--- src/rtl/sar_pkg.sv ---
`timescale 1ns/1ps
package sar_pkg;
  // Strobes issued by the control to the datapath each serial clock
  typedef struct packed {
    logic startSlot;  // sync seen: restart the accumulator with the MSB
    logic loadBit;    // store serData at the current bit position
    logic publish;    // move the accumulator to the output register
  } sarStrobe_t;
endpackage

--- src/rtl/sar_ctrl.sv ---
`timescale 1ns/1ps
module sar_ctrl
  import sar_pkg::*;
#(
  parameter int WORD_W = 24,
  parameter int PCM_W  = 16,
  localparam int CNT_W = $clog2(WORD_W + 1)
) (
  input  logic             serClk,
  input  logic             rstN,
  input  logic             slotSync,
  input  logic             pcmMode,
  output sarStrobe_t       strb,
  output logic [CNT_W-1:0] bitIdx
);
  logic             slotOpen;
  logic             pcmSlot;
  logic [CNT_W-1:0] bitCnt;
  logic [CNT_W-1:0] bitLimit;

  // Width limit of the current slot, fixed at its sync edge
  always_comb begin
    bitLimit = pcmSlot ? CNT_W'(PCM_W) : CNT_W'(WORD_W);
  end

  always_comb begin
    strb.startSlot = slotSync;
    strb.publish   = slotSync & slotOpen;
    strb.loadBit   = ~slotSync & slotOpen & (bitCnt < bitLimit);
    bitIdx         = bitCnt;
  end

  always_ff @(posedge serClk or negedge rstN) begin
    if (!rstN) begin
      slotOpen <= 1'b0;
      pcmSlot  <= 1'b0;
      bitCnt   <= '0;
    end else if (slotSync) begin
      slotOpen <= 1'b1;
      pcmSlot  <= pcmMode;
      bitCnt   <= CNT_W'(1);
    end else if (strb.loadBit) begin
      bitCnt   <= bitCnt + CNT_W'(1);
    end
  end
endmodule

--- src/rtl/sar_dpath.sv ---
`timescale 1ns/1ps
module sar_dpath
  import sar_pkg::*;
#(
  parameter int WORD_W = 24,
  localparam int CNT_W = $clog2(WORD_W + 1)
) (
  input  logic              serClk,
  input  logic              rstN,
  input  logic              serData,
  input  sarStrobe_t        strb,
  input  logic [CNT_W-1:0]  bitIdx,
  output logic [WORD_W-1:0] wordOut,
  output logic              wordValid
);
  logic [WORD_W-1:0] accWord;

  // One flop per word bit; bit i takes serData when the count points at it
  for (genvar i = 0; i < WORD_W; i++) begin : g_acc
    localparam logic [CNT_W-1:0] POS = CNT_W'(WORD_W - 1 - i);
    if (i == WORD_W - 1) begin : g_msb
      always_ff @(posedge serClk or negedge rstN) begin
        if (!rstN)               accWord[i] <= 1'b0;
        else if (strb.startSlot) accWord[i] <= serData;
      end
    end else begin : g_low
      always_ff @(posedge serClk or negedge rstN) begin
        if (!rstN)                                accWord[i] <= 1'b0;
        else if (strb.startSlot)                  accWord[i] <= 1'b0;
        else if (strb.loadBit && (bitIdx == POS)) accWord[i] <= serData;
      end
    end
  end

  always_ff @(posedge serClk or negedge rstN) begin
    if (!rstN) begin
      wordOut   <= '0;
      wordValid <= 1'b0;
    end else begin
      wordValid <= strb.publish;
      if (strb.publish) wordOut <= accWord;
    end
  end
endmodule

--- src/rtl/sar_word_rx.sv ---
`timescale 1ns/1ps
module sar_word_rx
  import sar_pkg::*;
#(
  parameter int WORD_W = 24,
  parameter int PCM_W  = 16,
  localparam int CNT_W = $clog2(WORD_W + 1)
) (
  input  logic              serClk,
  input  logic              rstN,
  input  logic              slotSync,
  input  logic              serData,
  input  logic              pcmMode,
  output logic [WORD_W-1:0] wordOut,
  output logic              wordValid
);
  sarStrobe_t       strb;
  logic [CNT_W-1:0] bitIdx;

  sar_ctrl #(.WORD_W(WORD_W), .PCM_W(PCM_W)) u_ctrl (
    .serClk   (serClk),
    .rstN     (rstN),
    .slotSync (slotSync),
    .pcmMode  (pcmMode),
    .strb     (strb),
    .bitIdx   (bitIdx)
  );

  sar_dpath #(.WORD_W(WORD_W)) u_dpath (
    .serClk    (serClk),
    .rstN      (rstN),
    .serData   (serData),
    .strb      (strb),
    .bitIdx    (bitIdx),
    .wordOut   (wordOut),
    .wordValid (wordValid)
  );
endmodule

--- config.mk ---
export PLATFORM = sky130hd
export DESIGN_NAME = sar_word_rx
export DESIGN_NICKNAME = d
export VERILOG_FILES = /design/src/rtl/sar_pkg.sv /design/src/rtl/sar_ctrl.sv /design/src/rtl/sar_dpath.sv /design/src/rtl/sar_word_rx.sv
export SDC_FILE = /design/constraint.sdc
export NUM_CORES = 1
export LEC_CHECK = 0
export BUFFER_PORTS_ARGS = -buffer_cell sky130_fd_sc_hd__buf_4
export CORE_MARGIN = 2
export CORE_UTILIZATION = 55
export CTS_CLUSTER_SIZE = 10
export DETAILED_ROUTE_END_ITERATION = 8
export PLACE_DENSITY = 0.76
export SYNTH_ARGS = -nofsm -noshare
export SYNTH_HDL_FRONTEND = slang
export SYNTH_SLANG_ARGS = --single-unit
--- constraint.sdc ---
create_clock -name serClk -period 1.8 [get_ports serClk]
set_input_delay 0.36 -clock serClk [delete_from_list [all_inputs] [get_ports serClk]]
set_output_delay 0.36 -clock serClk [all_outputs]
set_load 0.01 [all_outputs]
==> impl_results.md <==
- Seq/Total Area, Yosys: 55.50%
- YS warnings: 0
- Status: completed
- Grt total ovfl: 0
- Max Root-Sink Buffers: 2
- Tot GR Track Use: 18.71%
- WP buf/inv: 0
- Setup Crit Path Kind: register to register
- Post-layout util: 65.33%
- Syn_nets: 226
- Die W: 71.76 microns
- Starting density of the core: 57.59%
- Achievable frequency: 0.6201 GHz
- Clock latency on the worst-skew pair: 310 ps
- Flop2flop setup slack: 190 ps
- Post-route setup TNS: 0 ps
- Initial drt markers: 93
- Slew margin rel.: 55.65%
- Metal-1 WL: 2091 microns
- WL final: 4402 microns
- Die ar.: 0.005149 sq mm
- DR WL/cell: 14.92 microns
- Syn Area/Cell: 11.69 sq um
- CP Max Fanout: 13
- Antenna diodes: 0
- Number of remaining DRC errors: 0
- Cell Chain, Critical Path: or3b_1, or3_1, a21oi_1
- I/O pin total: 30
- R2R depth: 3
- CP max stage delay: 540 ps
- Reg-to-Reg Start: u_ctrl.slotOpen
- Detailed Routing Iterations Pass 1: 4
- Worst VDD drop: 0.4305 mV
- Largest cells by area after synthesis: dfrtp_1, mux2_2, mux2i_1, nand2b_1, a21oi_1
- Mapped Area: 0.002525 sq mm
- CTS tree: yes
- Final period util: 89.59%
- Clock root buffer: clkbuf_8
- Cell taking the most area after synthesis: dfrtp_1
- Gp weighted congestion: 0.7808
- Post-synth top cells: dfrtp_1, mux2_2, a21oi_1
- Crit path time final: 1613 ps
- R2R Path End: u_dpath.accWord[19]
- Nets@finish: 252
- Num rows: 24
- Post-DP HPWL: 3063 microns
- Post-synth EDFFs: 0
- Synth Flop Type: dfrtp_1
- Share of cells above drive strength 1: 30.04%
- Hold Path Class: primary input to async pin
- CP max-delay cell: dfrtp_1
- Final Max Slew Viols: 0
- Hold buffer count at cts: 0
- Unrepaired setup endpoints after global routing: false
- Data arrival time of the worst path: 1850 ps
- Reg clk slew, reported paths: 100 ps
- Top sig layer: met4
- Startpoint Class: register
- Crit-path leading delay family: simple AND/OR/NAND/NOR gates
- Initial antenna violation count: 0
- Routed vias/inst: 5.553
- Largest net degree at the start of global routing: 57
- Clock sinks: 56
- First-pass GRT wire length: 7465 microns
- PnR worst setup slack: 187.4 ps
- Worst-margin pin slew: 665.2 ps
- Core area: 0.004384 sq mm
- Most numerous cell in the Yosys netlist: dfrtp_1
- Pwr per Cell Area: 785.9 mW/mm^2
- #FFs+latches synth: 56
- Post-CTS Setup Inserts: 0
- Post-route ant nets: 0
- Layout area overhead: 13.43%
- Final setup vio count: 0
- # Max-Cap Violations: 0
- Post-place setup slack: 237.5 ps
- Post-synth cell types: 32
- Clk_skew: 4.547 ps
- Cts bufs inserted: 5
- Number of global-route vias before repair: 1579
- Async SR Flop Fraction: 100.0%
- Total number of vias: 1638
- Post-Synthesis Cells: 216
- Filler Cells Inserted: 352
- Port Buf Inserts: 29
- CP Capture Type: register
- Met2 WL: 2085 microns
- Final hold vios: 0
- CTS resizes: 0
- Pleak: 1.429 nW
- Met3 routed WL: 153 microns
- H-tree Lvls: 2
- Synth top area share: 55.50%
- CP required: 2040 ps
- Die Y: 71.76 microns
[area by class of cell]
type / count / area (sq um) / area share (%)
Clock buffer: 5 / 68.82 / 2.403
Clock inverter: 3 / 22.52 / 0.7864
Inverter: 5 / 18.77 / 0.6553
Multi-Input combinational cell: 141 / 1040 / 36.30
Sequential cell: 56 / 1401 / 48.93
Tap cell: 52 / 65.06 / 2.272
Timing Repair Buffer: 33 / 247.7 / 8.650
[stage by stage]
stage / area, sq um / hold WS (ps) / cells / total power, mW
after floorplan: 2525 / 64.41 / 216 / 1.502
after global placement: 2773 / 453.1 / 287 / 1.585
after detailed placement: 2773 / 449.0 / 287 / 1.592
after CTS: 2864 / 108.0 / 295 / 2.280
after global routing: 2864 / 134.4 / 295 / 2.357
final: 2864 / 79.21 / 295 / 2.251
[cells by family after synthesis]
group	after synthesis	share of synthesized area [%]
and+or+nand+nor	62	14.87
DFF	56	55.50
buffers and inverters	19	3.320
AOI/OAI and AO/OA	38	8.276
adders and majority gates	5	2.478
muxes	36	15.56
[cell usage in the layout (no fill, tap or decap), types with 2 or more instances in the layout]
| cell type | count |
|---|---|
| or3_1 | 8 |
| o21ai_0 | 15 |
| a21oi_1 | 17 |
| dfrtp_1 | 56 |
| nor2b_1 | 5 |
| ha_1 | 5 |
| nand3_1 | 12 |
| mux2i_1 | 10 |
| buf_4 | 33 |
| clkbuf_8 | 5 |
| inv_1 | 5 |
| nand2_1 | 10 |
| and3_1 | 3 |
| mux2_2 | 26 |
| and4bb_2 | 2 |
| nand2b_1 | 14 |
[worst max-delay path by stage]
stage                           to              from  slack [ps]  depth (start not counted)
3_3_place_gp   u_dpath.accWord[16]          slotSync         270                          4
4_1_cts        u_dpath.accWord[19]   u_ctrl.slotOpen         220                          3
6_report       u_dpath.accWord[19]   u_ctrl.slotOpen         190                          3
2_1_floorplan  u_dpath.accWord[20]  u_ctrl.bitIdx[3]         300                          4
3_5_place_dp   u_dpath.accWord[16]          slotSync         240                          4
5_1_grt        u_dpath.accWord[18]   u_ctrl.slotOpen          90                          3
[worst reg2reg max path, cell delays in order (launching register included)]
cell     delay (ps)
dfrtp_1         540
or3b_1          490
or3_1           360
a21oi_1         150
[flip-flops by register name (all words and copies together) (netlist names)]
name / cells
u_dpath.accWord: 24
u_ctrl.bitIdx: 5
u_ctrl.slotOpen: 1
u_ctrl.pcmSlot: 1
u_dpath.wordOut: 24
u_dpath.wordValid: 1
[per-layer routing]
metal	global-route usage (%)	vias to the layer above
li1	-	807
met1	25.98	791
met2	29.53	31
met3	3.797	9
met4	6.499	0
met5	0	-
[where the power goes]
part           switching, mW  internal (mW)
sequential            0.0397           1.29
combinational          0.132         0.0989
clock                  0.408          0.279
Power figures use the tool's default switching activity.
